<file path="src/rtl/radio_seq_pkg.sv">
package radio_seq_pkg;

  typedef enum logic [1:0] {
    ST_STBY = 2'b00,
    ST_TUNE = 2'b01,
    ST_TX   = 2'b10,
    ST_RX   = 2'b11
  } rs_state_e;

  typedef struct packed {
    logic tx_en;
    logic rx_en;
    logic pll_en;
    logic multi_pkt;
  } rs_ctrl_t;

  // Priority decode of the enable bits into a radio state.
  function automatic rs_state_e rs_pick(input rs_ctrl_t c);
    rs_state_e s;
    if (c.tx_en)       s = ST_TX;
    else if (c.rx_en)  s = ST_RX;
    else if (c.pll_en) s = ST_TUNE;
    else               s = ST_STBY;
    return s;
  endfunction

endpackage

</file>
<file path="src/rtl/radio_seq_rst_sync.sv">
module radio_seq_rst_sync #(
  parameter int STAGES = 2
) (
  input  logic clk,
  input  logic rst_n,
  output logic rst_s_n
);

  logic [STAGES-1:0] sync_q;

  always_ff @(posedge clk or negedge rst_n) begin
    if (!rst_n) sync_q <= '0;
    else        sync_q <= {sync_q[STAGES-2:0], 1'b1};
  end

  assign rst_s_n = sync_q[STAGES-1];

endmodule

</file>
<file path="src/rtl/radio_seq_regs.sv">
module radio_seq_regs
  import radio_seq_pkg::*;
#(
  parameter int DATA_W     = 8,
  parameter int ADDR_W     = 2,
  parameter int MODE_ADDR  = 0,
  parameter int RXC_ADDR   = 1,
  parameter int TX_BIT     = 3,
  parameter int RX_BIT     = 2,
  parameter int PLL_BIT    = 1,
  parameter int MPK_BIT    = 4
) (
  input  logic              clk,
  input  logic              rst_s_n,
  input  logic              wr_en,
  input  logic [ADDR_W-1:0] wr_addr,
  input  logic [DATA_W-1:0] wr_data,
  input  logic              tx_done,
  input  logic              rx_done,
  output rs_ctrl_t          ctrl_q,
  output rs_ctrl_t          ctrl_d
);

  localparam logic [ADDR_W-1:0] MODE_A = ADDR_W'(MODE_ADDR);
  localparam logic [ADDR_W-1:0] RXC_A  = ADDR_W'(RXC_ADDR);

  logic wr_mode, wr_rxc, ld_en;

  always_comb begin
    wr_mode = wr_en && (wr_addr == MODE_A);
    wr_rxc  = wr_en && (wr_addr == RXC_A);
    ld_en   = wr_mode || wr_rxc || tx_done || rx_done;

    ctrl_d = ctrl_q;
    // Completion events clear their own enable bit.
    if (tx_done) ctrl_d.tx_en = 1'b0;
    if (rx_done) ctrl_d.rx_en = 1'b0;
    // A host write to the same register overrides the event.
    if (wr_mode) begin
      ctrl_d.tx_en  = wr_data[TX_BIT];
      ctrl_d.rx_en  = wr_data[RX_BIT];
      ctrl_d.pll_en = wr_data[PLL_BIT];
    end
    if (wr_rxc) ctrl_d.multi_pkt = wr_data[MPK_BIT];
  end

  always_ff @(posedge clk or negedge rst_s_n) begin
    if (!rst_s_n)   ctrl_q <= '0;
    else if (ld_en) ctrl_q <= ctrl_d;
  end

endmodule

</file>
<file path="src/rtl/radio_seq_fsm.sv">
module radio_seq_fsm
  import radio_seq_pkg::*;
(
  input  logic      clk,
  input  logic      rst_s_n,
  input  rs_ctrl_t  ctrl_q,
  input  rs_ctrl_t  ctrl_d,
  input  logic      pkt_sent,
  input  logic      pkt_valid,
  output rs_state_e state_q,
  output logic      sent_acc,
  output logic      valid_acc,
  output logic      tx_done,
  output logic      rx_done
);

  rs_state_e state_d;

  always_comb begin
    // Events count only in the state they belong to.
    sent_acc  = pkt_sent  && (state_q == ST_TX);
    valid_acc = pkt_valid && (state_q == ST_RX);
    tx_done   = sent_acc;
    rx_done   = valid_acc && !ctrl_q.multi_pkt;
    state_d   = rs_pick(ctrl_d);
  end

  always_ff @(posedge clk or negedge rst_s_n) begin
    if (!rst_s_n) state_q <= ST_STBY;
    else          state_q <= state_d;
  end

endmodule

</file>
<file path="src/rtl/radio_seq_status.sv">
module radio_seq_status #(
  parameter int NUM_EV = 2
) (
  input  logic              clk,
  input  logic              rst_s_n,
  input  logic [NUM_EV-1:0] ev_acc,
  input  logic              rd_clr,
  output logic [NUM_EV-1:0] stat_q,
  output logic              irq
);

  logic [NUM_EV-1:0] stat_d;

  for (genvar i = 0; i < NUM_EV; i++) begin : g_bit
    always_comb begin
      stat_d[i] = (stat_q[i] && !rd_clr) || ev_acc[i];
    end

    always_ff @(posedge clk or negedge rst_s_n) begin
      if (!rst_s_n) stat_q[i] <= 1'b0;
      else          stat_q[i] <= stat_d[i];
    end


    ev_set_chk: assert property (@(posedge clk) disable iff (!rst_s_n)
      ev_acc[i] |=> stat_q[i]);


    rd_clr_chk: assert property (@(posedge clk) disable iff (!rst_s_n)
      (rd_clr && !ev_acc[i]) |=> !stat_q[i]);


    stat_hold_chk: assert property (@(posedge clk) disable iff (!rst_s_n)
      (!rd_clr && !ev_acc[i]) |=> $stable(stat_q[i]));
  end

  assign irq = |stat_q;

endmodule

</file>
<file path="src/rtl/radio_seq_top.sv">
module radio_seq_top
  import radio_seq_pkg::*;
#(
  parameter int DATA_W    = 8,
  parameter int ADDR_W    = 2,
  parameter int MODE_ADDR = 0,
  parameter int RXC_ADDR  = 1,
  parameter int STAT_ADDR = 2,
  parameter int TX_BIT    = 3,
  parameter int RX_BIT    = 2,
  parameter int PLL_BIT   = 1,
  parameter int MPK_BIT   = 4
) (
  input  logic              clk,
  input  logic              rst_n,
  input  logic              wr_en,
  input  logic [ADDR_W-1:0] wr_addr,
  input  logic [DATA_W-1:0] wr_data,
  input  logic              rd_en,
  input  logic [ADDR_W-1:0] rd_addr,
  output logic [DATA_W-1:0] rd_data,
  input  logic              pkt_sent_i,
  input  logic              pkt_valid_i,
  output logic [1:0]        state_o,
  output logic              irq_o
);

  localparam int NUM_EV = 2;
  localparam logic [ADDR_W-1:0] MODE_A = ADDR_W'(MODE_ADDR);
  localparam logic [ADDR_W-1:0] RXC_A  = ADDR_W'(RXC_ADDR);
  localparam logic [ADDR_W-1:0] STAT_A = ADDR_W'(STAT_ADDR);

  logic              rst_s_n;
  rs_ctrl_t          ctrl_q, ctrl_d;
  rs_state_e         state_q;
  logic              sent_acc, valid_acc, tx_done, rx_done;
  logic [NUM_EV-1:0] stat_q;
  logic              rd_clr;

  radio_seq_rst_sync #(.STAGES(2)) u_rst (
    .clk     (clk),
    .rst_n   (rst_n),
    .rst_s_n (rst_s_n)
  );

  radio_seq_regs #(
    .DATA_W(DATA_W), .ADDR_W(ADDR_W), .MODE_ADDR(MODE_ADDR), .RXC_ADDR(RXC_ADDR),
    .TX_BIT(TX_BIT), .RX_BIT(RX_BIT), .PLL_BIT(PLL_BIT), .MPK_BIT(MPK_BIT)
  ) u_regs (
    .clk     (clk),
    .rst_s_n (rst_s_n),
    .wr_en   (wr_en),
    .wr_addr (wr_addr),
    .wr_data (wr_data),
    .tx_done (tx_done),
    .rx_done (rx_done),
    .ctrl_q  (ctrl_q),
    .ctrl_d  (ctrl_d)
  );

  radio_seq_fsm u_fsm (
    .clk       (clk),
    .rst_s_n   (rst_s_n),
    .ctrl_q    (ctrl_q),
    .ctrl_d    (ctrl_d),
    .pkt_sent  (pkt_sent_i),
    .pkt_valid (pkt_valid_i),
    .state_q   (state_q),
    .sent_acc  (sent_acc),
    .valid_acc (valid_acc),
    .tx_done   (tx_done),
    .rx_done   (rx_done)
  );

  assign rd_clr = rd_en && (rd_addr == STAT_A);

  radio_seq_status #(.NUM_EV(NUM_EV)) u_stat (
    .clk     (clk),
    .rst_s_n (rst_s_n),
    .ev_acc  ({valid_acc, sent_acc}),
    .rd_clr  (rd_clr),
    .stat_q  (stat_q),
    .irq     (irq_o)
  );

  always_comb begin
    rd_data = '0;
    if (rd_addr == MODE_A) begin
      rd_data[TX_BIT]  = ctrl_q.tx_en;
      rd_data[RX_BIT]  = ctrl_q.rx_en;
      rd_data[PLL_BIT] = ctrl_q.pll_en;
    end else if (rd_addr == RXC_A) begin
      rd_data[MPK_BIT] = ctrl_q.multi_pkt;
    end else if (rd_addr == STAT_A) begin
      rd_data[NUM_EV-1:0] = stat_q;
    end
  end

  assign state_o = state_q;

  logic wr_mode;
  assign wr_mode = wr_en && (wr_addr == MODE_A);


  tx_exit_chk: assert property (@(posedge clk) disable iff (!rst_s_n)
    (state_o == ST_TX && pkt_sent_i && !wr_mode) |=> (state_o != ST_TX));


  rx_exit_chk: assert property (@(posedge clk) disable iff (!rst_s_n)
    (state_o == ST_RX && pkt_valid_i && !ctrl_q.multi_pkt && !wr_mode)
      |=> (state_o == ST_TUNE || state_o == ST_STBY));


  rx_hold_chk: assert property (@(posedge clk) disable iff (!rst_s_n)
    (state_o == ST_RX && pkt_valid_i && ctrl_q.multi_pkt && !wr_mode) |=> (state_o == ST_RX));


  idle_hold_chk: assert property (@(posedge clk) disable iff (!rst_s_n)
    ((state_o == ST_STBY || state_o == ST_TUNE) && !wr_mode) |=> $stable(state_o));


  irq_match_chk: assert property (@(posedge clk) disable iff (!rst_s_n)
    $rose(irq_o) |-> ($past(sent_acc) || $past(valid_acc)));

endmodule

</file>
<file path="config.mk">
export PLATFORM = sky130hd
export DESIGN_NAME = radio_seq_top
export DESIGN_NICKNAME = d
export VERILOG_FILES = /design/src/rtl/radio_seq_pkg.sv /design/src/rtl/radio_seq_rst_sync.sv /design/src/rtl/radio_seq_regs.sv /design/src/rtl/radio_seq_fsm.sv /design/src/rtl/radio_seq_status.sv /design/src/rtl/radio_seq_top.sv
export SDC_FILE = /design/constraint.sdc
export NUM_CORES = 1
export LEC_CHECK = 0
export ABC_AREA = 1
export BUFFER_PORTS_ARGS = -buffer_cell sky130_fd_sc_hd__buf_4
export CAP_MARGIN = 20
export CORE_AREA = 2 2 39 41
export CTS_CLUSTER_DIAMETER = 60
export DETAILED_ROUTE_END_ITERATION = 16
export DIE_AREA = 0 0 41 43
export GPL_ROUTABILITY_DRIVEN = 0
export PLACE_DENSITY = 0.69
export SYNTH_ARGS = -nofsm -noshare
export SYNTH_HDL_FRONTEND = slang
export SYNTH_SLANG_ARGS = --single-unit
</file>
<file path="constraint.sdc">
create_clock -name clk -period 1 [get_ports clk]
set_input_delay 0.05 -clock clk [delete_from_list [all_inputs] [get_ports clk]]
set_output_delay 0.05 -clock clk [all_outputs]
set_load 0.005 [all_outputs]
</file>
==> flow_metrics.env <==
export IMPL_run_status="complete, no violations"
export IMPL_route_vias_total=455
export IMPL_first_global_vias=418
export IMPL_ys_flop_type="dfrtp_1"
export IMPL_die_footprint_sq_um=1760
export IMPL_avgViaCountPerCell=4.42
export IMPL_critPathLaunchType="flip-flop"
export IMPL_cellPowerDensity_nw_per_um2=1660
export IMPL_clkLatencyLatePin_ns=0.25
export IMPL_setup_viol=0
export IMPL_port_buffers=21
export IMPL_synth_yosys_seq_area_share=0.512
export IMPL_netlist_top_cell_by_area="dfrtp_1"
export IMPL_yosys_area_top_type_share=0.512
export IMPL_maxSlewViolCount=0
export IMPL_remaining_drc_errors=0
export IMPL_number_of_flops_mapped_to_enable_cells_by_yosys=0
export IMPL_postSynthRegisterBits=10
export IMPL_worst_path_dominant_cell_family="flip-flops"
export IMPL_clock_sinks=10
export IMPL_ff_latch_area_sq_um=250
export IMPL_bufs_on_longest_clock_path=2
export IMPL_cp_num_buf_inv=1
export IMPL_criticalPathCategory="flip-flop to flip-flop"
export IMPL_synth_lib_cells_used_distinct=18
export IMPL_synthArstFlopShare=1.00
export IMPL_grt_pass1_wl_um=1530
export IMPL_critical_path_required_ns=1.13
export IMPL_dpl_cell_count=96
export IMPL_multi_input_area_sq_um=189
export IMPL_wp_data_arrival_ns=1.12
export IMPL_netlist_area_sq_um=489
export IMPL_grt_setup_unrepaired="yes"
export IMPL_yosysWarningCount=0
export IMPL_area_delta_synth_final_pct=50.6
export IMPL_finalNetCount=107
export IMPL_ant_nets=0
export IMPL_antenna_violations_before_repair=0
export IMPL_drv_max_cap_violation_count=0
export IMPL_detailed_place_area_sq_um=659
export IMPL_h_tree_levels=1
export IMPL_path_clk_slew_ns=0.06
export IMPL_critPathMaxStageDelay_ns=0.41
export IMPL_final_period_minus_worst_setup_slack_ns=0.985
export IMPL_final_hold_worst_slack_ns=0.0226
export IMPL_timing_critical_path_to_type="flip-flop"
export IMPL_core_area_sq_um=1380
export IMPL_rows=14
export IMPL_synth_area_per_cell_sq_um=8.29
export IMPL_postLayoutCellArea_sq_um=737
export IMPL_pin_count=29
export IMPL_chipHeight_um=43
export IMPL_timing_critical_path_slowest_stage_cell="dfrtp_1"
export IMPL_min_period_over_period=0.985
export IMPL_worst_path_fanout_max=4
export IMPL_final_setup_tns_ns=0
export IMPL_largest_net_degree_at_the_start_of_global_routing=9
export IMPL_gr_usage_all_layers=0.127
export IMPL_dr_pass1_iters=4
export IMPL_holdCritPathClass="input pin to flip-flop"
export IMPL_clockRootBuffer="clkbuf_4"
export IMPL_number_of_fillers_in_the_final_layout=155
export IMPL_routed_wire_length_per_instance_um=9.10
export IMPL_start_util=0.354
export IMPL_grt_remaining_overflow=0
export IMPL_regToRegSetupSlack_ns=0.02
export IMPL_synth_area_leaders="dfrtp_1 51%, inv_1 9.2%, nand2_1 5.4%, nand3_1 5.1%, buf_4 4.6%"
export IMPL_fraction_of_layout_instances_using_a_drive_strength_above_1=0.460
export IMPL_cts_made_buffers=3
export IMPL_place_detailed_hpwl_um=758
export IMPL_power_leakage_nw=0.407
export IMPL_max_freq_mhz=1020
export IMPL_ir_drop_v=0.000945
export IMPL_finish_utilization=0.533
export IMPL_crit_path_cell_trace="nand3b_1 -> nand3_2 -> nand2_2 -> inv_2 -> nand3_1"
export IMPL_stdcell_count=103
export IMPL_antenna_diode_count=0
export IMPL_most_common_layout_cells="23 x buf_4, 10 x inv_1, 10 x dfrtp_1, 7 x nand2_1, 5 x nor2_1"
export IMPL_floorplan_die_width_um=41
export IMPL_worst_clock_skew_ns=0.00152
export IMPL_final_common_cell="buf_4"
export IMPL_report_final_hold_viol_count=0
export IMPL_number_of_instances_in_the_synthesized_netlist=59
export IMPL_tritoncts="yes"
export IMPL_route_final_wire_length_um=937
export IMPL_drt_initial_drc_count=3
per-layer routing:
layer / GRT usage / part of all wire
met5: 0 / 0
met4: 0.0600 / 0.0064
met3: 0.0419 / 0.099
met2: 0.206 / 0.46
met1: 0.142 / 0.43
path summary, 6_finish.rpt:
kind                                   from  depth (start not counted)               end
min reg2reg                 u_rst.sync_q[1]                          0  u_regs.ctrl_q[1]
max                        u_fsm.state_q[0]                          5  u_fsm.state_q[1]
max reg2reg                u_fsm.state_q[0]                          5  u_fsm.state_q[1]
min in group asynchronous             rst_n                          2   u_rst.sync_q[0]
min                              wr_data[3]                          3  u_regs.ctrl_q[3]
max in group asynchronous   u_rst.sync_q[1]                          0  u_regs.ctrl_q[0]
synth_stat cells, types with 2 or more instances:
cell and n:
dfrtp_1 10, o21ai_0 2, nand3_1 5, conb_1 2, nand2_1 7, buf_4 3, inv_1 12, nand2_2 3
nor2_1 5, nand3b_1 2
per-stage QoR:
step	setup slack (ns)	power, mW
4_1_cts	0.000347	1.21
5_1_grt	-0.0825	1.32
6_report	0.0154	1.23
3_5_place_dp	-0.0164	0.906
2_1_floorplan	0.0837	0.725
3_3_place_gp	0.0150	0.895
worst register-to-register path: stages (launching register included):
cell,delay (ns)
dfrtp_1,0.41
nand3b_1,0.21
nand3_2,0.09
nand2_2,0.05
inv_2,0.05
nand3_1,0.05
final cells by class:
| class | instances | area share |
|---|---|---|
| well taps | 16 | 0.0272 |
| clock buffers | 3 | 0.0306 |
| inverters | 13 | 0.0679 |
| multi-input cells | 35 | 0.256 |
| flip-flops and latches | 10 | 0.340 |
| repair buffers | 26 | 0.278 |
flip-flops by register name, indices dropped and copies added, names as in the netlist:
name,cells
u_fsm.state_q,2
u_regs.ctrl_q,4
u_rst.sync_q,2
u_stat.stat_q,2
cells by family (layout without fill, tap and decap cells):
| family | after synthesis | in the layout | synth area share |
|---|---|---|---|
| and+or+nand+nor | 27 | 27 | 0.281 |
| DFF | 10 | 10 | 0.512 |
| AOI/OAI and AO/OA | 4 | 4 | 0.0435 |
| buffers and inverters | 16 | 42 | 0.148 |
| other | 2 | 4 | 0.0154 |
power by group:
| group | internal (mW) | total (mW) | leakage [nW] | switching [mW] |
|---|---|---|---|---|
| clock | 0.138 | 0.251 | 0.0138 | 0.114 |
| combinational | 0.239 | 0.419 | 0.276 | 0.180 |
| sequential | 0.498 | 0.556 | 0.117 | 0.0575 |
| total | 0.875 | 1.23 | 0.407 | 0.351 |
repair_timing:
action | 4_1_cts | 5_1_grt
hold buffers | 1 | 0
hold endpoints to repair | 2 | 0
pin swaps | 1 | 2
buffers inserted | 4 | 0
endpoints found under the setup margin | 2 | 5
gates resized for setup | 2 | 5
No activity file was read; power rests on OpenSTA's default activity.
